==> src/rtl/gpio_irq_pkg.sv <==
package gpio_irq_pkg;

    // Per-pin trigger selection; the code values are visible to software.
    typedef enum logic [1:0] {
        TRIG_LOW  = 2'd0,
        TRIG_HIGH = 2'd1,
        TRIG_RISE = 2'd2,
        TRIG_FALL = 2'd3
    } trig_t;

    localparam int MODE_W = 2;
    localparam int ADDR_W = 5;

    localparam logic [ADDR_W-1:0] OFS_DOUT  = 5'h00;
    localparam logic [ADDR_W-1:0] OFS_DIR   = 5'h04;
    localparam logic [ADDR_W-1:0] OFS_PAD   = 5'h08;
    localparam logic [ADDR_W-1:0] OFS_CFGLO = 5'h0C;
    localparam logic [ADDR_W-1:0] OFS_CFGHI = 5'h10;
    localparam logic [ADDR_W-1:0] OFS_MASK  = 5'h14;
    localparam logic [ADDR_W-1:0] OFS_STAT  = 5'h18;

endpackage

==> src/rtl/gpio_sync.sv <==
module gpio_sync #(
    parameter int W      = 32,
    parameter int STAGES = 2
) (
    input  logic         clk,
    input  logic         rst_n,
    input  logic [W-1:0] din,
    output logic [W-1:0] dout
);

    logic [W-1:0] chain [STAGES];

    always_ff @(posedge clk or negedge rst_n) begin
        if (!rst_n) begin
            for (int s = 0; s < STAGES; s++) chain[s] <= '0;
        end else begin
            chain[0] <= din;
            for (int s = 1; s < STAGES; s++) chain[s] <= chain[s-1];
        end
    end

    assign dout = chain[STAGES-1];

endmodule

==> src/rtl/gpio_trig_cell.sv <==
module gpio_trig_cell
    import gpio_irq_pkg::*;
(
    input  trig_t mode,
    input  logic  cur,
    input  logic  prev,
    output logic  hit
);

    always_comb begin
        unique case (mode)
            TRIG_LOW:  hit = ~cur;
            TRIG_HIGH: hit = cur;
            TRIG_RISE: hit = cur & ~prev;
            TRIG_FALL: hit = ~cur & prev;
        endcase
    end

endmodule

==> src/rtl/gpio_trig_bank.sv <==
module gpio_trig_bank
    import gpio_irq_pkg::*;
#(
    parameter int W = 32
) (
    input  logic         clk,
    input  logic         rst_n,
    input  logic [W-1:0] lvl,
    input  logic [W-1:0] cfg_lo,
    input  logic [W-1:0] cfg_hi,
    output logic [W-1:0] hit
);

    localparam int HALF = W / 2;

    logic [W-1:0] prev_q;

    always_ff @(posedge clk or negedge rst_n) begin
        if (!rst_n) prev_q <= '0;
        else        prev_q <= lvl;
    end

    for (genvar pin = 0; pin < W; pin++) begin : g_pin
        logic [MODE_W-1:0] mode_bits;
        if (pin < HALF) begin : g_lo
            assign mode_bits = cfg_lo[MODE_W*pin +: MODE_W];
        end else begin : g_hi
            assign mode_bits = cfg_hi[MODE_W*(pin-HALF) +: MODE_W];
        end
        gpio_trig_cell u_cell (
            .mode (trig_t'(mode_bits)),
            .cur  (lvl[pin]),
            .prev (prev_q[pin]),
            .hit  (hit[pin])
        );
    end

endmodule

==> src/rtl/gpio_regfile.sv <==
module gpio_regfile
    import gpio_irq_pkg::*;
#(
    parameter int W = 32
) (
    input  logic              clk,
    input  logic              rst_n,
    input  logic              we,
    input  logic [ADDR_W-1:0] addr,
    input  logic [W-1:0]      wdata,
    input  logic [W-1:0]      pad_lvl,
    input  logic [W-1:0]      hit,
    output logic [W-1:0]      rdata,
    output logic [W-1:0]      dout_q,
    output logic [W-1:0]      dir_q,
    output logic [W-1:0]      cfg_lo_q,
    output logic [W-1:0]      cfg_hi_q,
    output logic [W-1:0]      mask_q,
    output logic [W-1:0]      stat_q
);

    logic [W-1:0] clr_bits;

    assign clr_bits = (we && addr == OFS_STAT) ? wdata : '0;

    always_ff @(posedge clk or negedge rst_n) begin
        if (!rst_n) begin
            dout_q   <= '0;
            dir_q    <= '0;
            cfg_lo_q <= '0;
            cfg_hi_q <= '0;
            mask_q   <= '0;
        end else if (we) begin
            if (addr == OFS_DOUT)  dout_q   <= wdata;
            if (addr == OFS_DIR)   dir_q    <= wdata;
            if (addr == OFS_CFGLO) cfg_lo_q <= wdata;
            if (addr == OFS_CFGHI) cfg_hi_q <= wdata;
            if (addr == OFS_MASK)  mask_q   <= wdata;
        end
    end

    // Set events are ORed in after the clear, so a set takes precedence.
    always_ff @(posedge clk or negedge rst_n) begin
        if (!rst_n) stat_q <= '0;
        else        stat_q <= (stat_q & ~clr_bits) | hit;
    end

    always_comb begin
        rdata = '0;
        case (addr)
            OFS_DOUT:  rdata = dout_q;
            OFS_DIR:   rdata = dir_q;
            OFS_PAD:   rdata = pad_lvl;
            OFS_CFGLO: rdata = cfg_lo_q;
            OFS_CFGHI: rdata = cfg_hi_q;
            OFS_MASK:  rdata = mask_q;
            OFS_STAT:  rdata = stat_q;
            default:   rdata = '0;
        endcase
    end

endmodule

==> src/rtl/gpio_irq_port.sv <==
module gpio_irq_port
    import gpio_irq_pkg::*;
#(
    parameter int W           = 32,
    parameter int SYNC_STAGES = 2
) (
    input  logic              clk,
    input  logic              rst_n,
    input  logic [ADDR_W-1:0] bus_addr,
    input  logic              bus_we,
    input  logic [W-1:0]      bus_wdata,
    output logic [W-1:0]      bus_rdata,
    input  logic [W-1:0]      pad_in,
    output logic [W-1:0]      pad_out,
    output logic [W-1:0]      pad_oe,
    output logic              irq
);

    logic [W-1:0] pad_lvl;
    logic [W-1:0] set_vec;
    logic [W-1:0] cfg_lo_q;
    logic [W-1:0] cfg_hi_q;
    logic [W-1:0] mask_q;
    logic [W-1:0] status_q;

    gpio_sync #(.W(W), .STAGES(SYNC_STAGES)) u_sync (
        .clk   (clk),
        .rst_n (rst_n),
        .din   (pad_in),
        .dout  (pad_lvl)
    );

    gpio_trig_bank #(.W(W)) u_trig (
        .clk    (clk),
        .rst_n  (rst_n),
        .lvl    (pad_lvl),
        .cfg_lo (cfg_lo_q),
        .cfg_hi (cfg_hi_q),
        .hit    (set_vec)
    );

    gpio_regfile #(.W(W)) u_regs (
        .clk      (clk),
        .rst_n    (rst_n),
        .we       (bus_we),
        .addr     (bus_addr),
        .wdata    (bus_wdata),
        .pad_lvl  (pad_lvl),
        .hit      (set_vec),
        .rdata    (bus_rdata),
        .dout_q   (pad_out),
        .dir_q    (pad_oe),
        .cfg_lo_q (cfg_lo_q),
        .cfg_hi_q (cfg_hi_q),
        .mask_q   (mask_q),
        .stat_q   (status_q)
    );

    always_comb irq = |(status_q & mask_q);

endmodule

==> config.mk <==
export PLATFORM = sky130hd
export DESIGN_NAME = gpio_irq_port
export DESIGN_NICKNAME = d
export VERILOG_FILES = /design/src/rtl/gpio_irq_pkg.sv /design/src/rtl/gpio_sync.sv /design/src/rtl/gpio_trig_cell.sv /design/src/rtl/gpio_trig_bank.sv /design/src/rtl/gpio_regfile.sv /design/src/rtl/gpio_irq_port.sv
export SDC_FILE = /design/constraint.sdc
export NUM_CORES = 1
export LEC_CHECK = 0
export BUFFER_PORTS_ARGS = -buffer_cell sky130_fd_sc_hd__clkbuf_2
export CORE_MARGIN = 2
export CORE_UTILIZATION = 40
export CTS_BUF_LIST = sky130_fd_sc_hd__clkbuf_8
export DETAILED_ROUTE_END_ITERATION = 12
export SYNTH_ARGS = -nofsm -noshare
export SYNTH_HDL_FRONTEND = slang
export SYNTH_SLANG_ARGS = --single-unit
==> constraint.sdc <==
create_clock -name clk -period 2.3 [get_ports clk]
set_input_delay 0.575 -clock clk [delete_from_list [all_inputs] [get_ports clk]]
set_output_delay 0.575 -clock clk [all_outputs]
set_load 0.05 [all_outputs]
==> summary.txt <==
Failing checks: setup timing
EDFF count, synth: 0
Flop2flop setup slack: 1.01 ns
Initial antenna violation count: 0
DR vias/cell: 5.73
CP Class: input pin to primary output
Highest cell delay on the worst timing path: 0.65 ns
Starting DRT DRC Count: 789
Dominant synthesized flop cell: dfrtp_1
Synth top area cells: dfrtp_1 (56%), mux2_2 (15%), mux2i_1 (5.0%)
Internal power: 9.65 mW
Number of CTS-inserted buffers: 49
Vias in the first global route: 9836
CP required: 1.73 ns
Mapped Nets: 1064
Worst Setup End Kind: primary output
Initial DRT Pass Iterations: 5
Switching Fraction: 0.333
Final ANT Viol Nets: 0
FFs w/ async S/R, synth: 1.00
Comb pwr share: 0.233
Tmin final: 2.70 ns
H-tree Lvls: 2
Reg clk slew, reported paths: 0.06 ns
Top-count cell post-synth: dfrtp_1
Port Buffers: 168
Distinct cells, synth: 37
N_diodes: 0
FF-to-FF End: u_regs.stat_q[15]
Total gr overflow: 0
Fmax: 371 MHz
Final WL: 40900 µm
Clock root cell: clkbuf_8
Switching Power: 4.82 mW
Synthesized area: 12800 µm²
Crit start category: input pin
Final instance area: 17200 µm²
Reg power frac: 0.446
Worst R2R Path Depth: 3
Most frequent CP cell: buf_12
Largest net degree at the start of global routing: 77
Chip height: 183 µm
Cell Chain, Critical Path: buf_8 > or4b_4 > buf_16 > buf_12 > o22ai_4 > a211o_4 > buf_12
Ys Warns: 0
Worst setup path end: bus_rdata[20]
GPL Wtd Cong: 0.839
Core Rows: 65
Worst r2r src: u_regs.cfg_lo_q[30]
Crit-path slowest cell: or4b_4
PnR worst setup slack: -0.396 ns
Crit-path max FO: 7
Worst setup startpoint: bus_addr[0]
Util after Layout: 0.546
Power Density: 840 nW/µm²
Per-cell routed wire length: 24.2 µm
Maximum buffer depth of the clock tree: 3
Setup Viol. Count Final: 33
Unrepaired setup endpoints after global routing: true
Worst-Skew Late Latency: 0.58 ns
DP HPWL: 27200 µm
First-pass GRT wire length: 61200 µm
Outcome: finished, violations left
WHS: 0.0999 ns
Top-area cell type share of the netlist area: 0.562
Dpl cell area: 15300 µm²
GR Util All Layers: 0.243
Fin. Hold Viols: 0
Post-Synthesis Cells: 992
#FFs+latches synth: 288
Total power: 14.5 mW
Via Count: 9683
Hold Path Class: input pin to flip-flop
Die Outline Area: 33500 µm²
Syn_area_per_cell: 12.9 µm²
Max-cap violations: 0
Layout Area Growth over Synthesis: 34.4%
Clock Skew: 0.0222 ns
Worst Tran Pin Value: 0.391 ns
CTS tree: built
Fillcell total: 2707
Part of the power in the clock network: 0.321
Die width: 183 µm
Layout cell share with drive strength beyond 1: 0.493
Drt drc: 0
Starting Density: 0.406
Maximum vdd drop: 0.000465 V
CP arrival: 2.12 ns
Slew HR: 0.732
Final net count: 1324
Synth area leader: dfrtp_1
Top post-synthesis cells by count: dfrtp_1 (288), mux2_2 (172), mux2i_1 (64), nand3b_1 (58), nand3_1 (49)
Post-synthesis sequential area ratio: 0.562
P_leak: 7.79 nW
Core area: 31600 µm²
CTS Sinks: 288
Fin. max-slew vios: 0
Final worst-path cycle share: 1.17
I/O pins: 169
[power by group through the flow]
stage | sequential [mW] | combinational [mW] | clock, mW
detailed placement | 6.51 | 3.12 | 0
global route | 6.54 | 3.57 | 4.95
floorplan | 7.03 | 1.37 | 0
finish | 6.45 | 3.37 | 4.64
global placement | 6.48 | 3.08 | 0
CTS | 6.43 | 3.22 | 4.73
[worst min-delay path by stage]
stage,endpoint,cells after the start,from
after floorplan,u_regs.cfg_hi_q[0],0,rst_n
after global placement,u_sync.dout[19],0,u_sync.chain[51]
after detailed placement,u_sync.dout[5],0,u_sync.chain[37]
after CTS,u_sync.chain[55],1,pad_in[23]
after global routing,u_sync.chain[50],1,pad_in[18]
final,u_sync.chain[53],1,pad_in[21]
[critical path: cells and delay by family]
kind	cells	cell delay (ns)
compound gates	2	0.30
simple gates	1	0.65
buf+inv	4	0.58
[sequential cells by signal (all words and copies together) (netlist names)]
name             flops
u_regs.cfg_hi_q     32
u_regs.cfg_lo_q     32
u_regs.dir_q        32
u_regs.dout_q       32
u_regs.mask_q       32
u_regs.stat_q       32
u_sync.chain        32
u_sync.dout         32
u_trig.prev_q       32
[final cells by class]
cell class,instances,area [µm²],share of cell area
tap,402,503,0.0292
sequential,288,7210,0.418
timing repair buffer,267,2620,0.152
clock inverter,23,114,0.00661
clock buffer,64,881,0.0511
multi-input combinational,646,5910,0.343
[routing by layer]
| layer | vias to the layer above | wire length (µm) | track usage |
|---|---|---|---|
| met2 | 347 | 19300 | 0.387 |
| met1 | 5014 | 18200 | 0.346 |
| met4 | 0 | 1000 | 0.0646 |
| met3 | 68 | 2390 | 0.0395 |
| met5 | - | 0 | 0 |
| li1 | 4254 | - | - |
[cell usage in the layout (no fill, tap or decap), drive strengths merged, types with 15 or more instances in the layout]
cell	instances
mux2i	64
a21oi	36
a221o	32
a211o	32
mux2	175
buf	134
nand3	49
nand2b	18
o21ai	16
nand3b	58
clkbuf	195
or2	15
o22ai	33
dfrtp	288
a22oi	16
nor2	33
xor2	17
[cell families (layout without fill, tap and decap cells)]
kind of cell    count (synthesis)  count (layout)  share of synthesized area
flops                         288             288                      0.562
mux                           239             239                      0.204
simple gates                  213             214                     0.0991
compound gates                176             176                      0.100
buf+inv                        59             354                     0.0229
xor+xnor                       17              17                     0.0116
[repair_timing]
item                       4_1_cts  5_1_grt
gates resized for setup         47       71
hold endpoints to repair        24        0
setup buffers                    4       24
setup endpoints to repair       33       33
pin swaps                       30       58
cloned                           4        1
hold buffers                     1        0
[stage by stage]
stage	TNS (ns)	instances	setup WS (ns)
after floorplan	-4.59	992	-0.160
after global placement	-17.63	1571	-0.319
after detailed placement	-20.46	1571	-0.300
after CTS	-9.44	1667	-0.395
after global routing	-10.20	1690	-0.408
final	-9.78	1690	-0.396
Note: power is estimated with default switching activity, not from simulation.
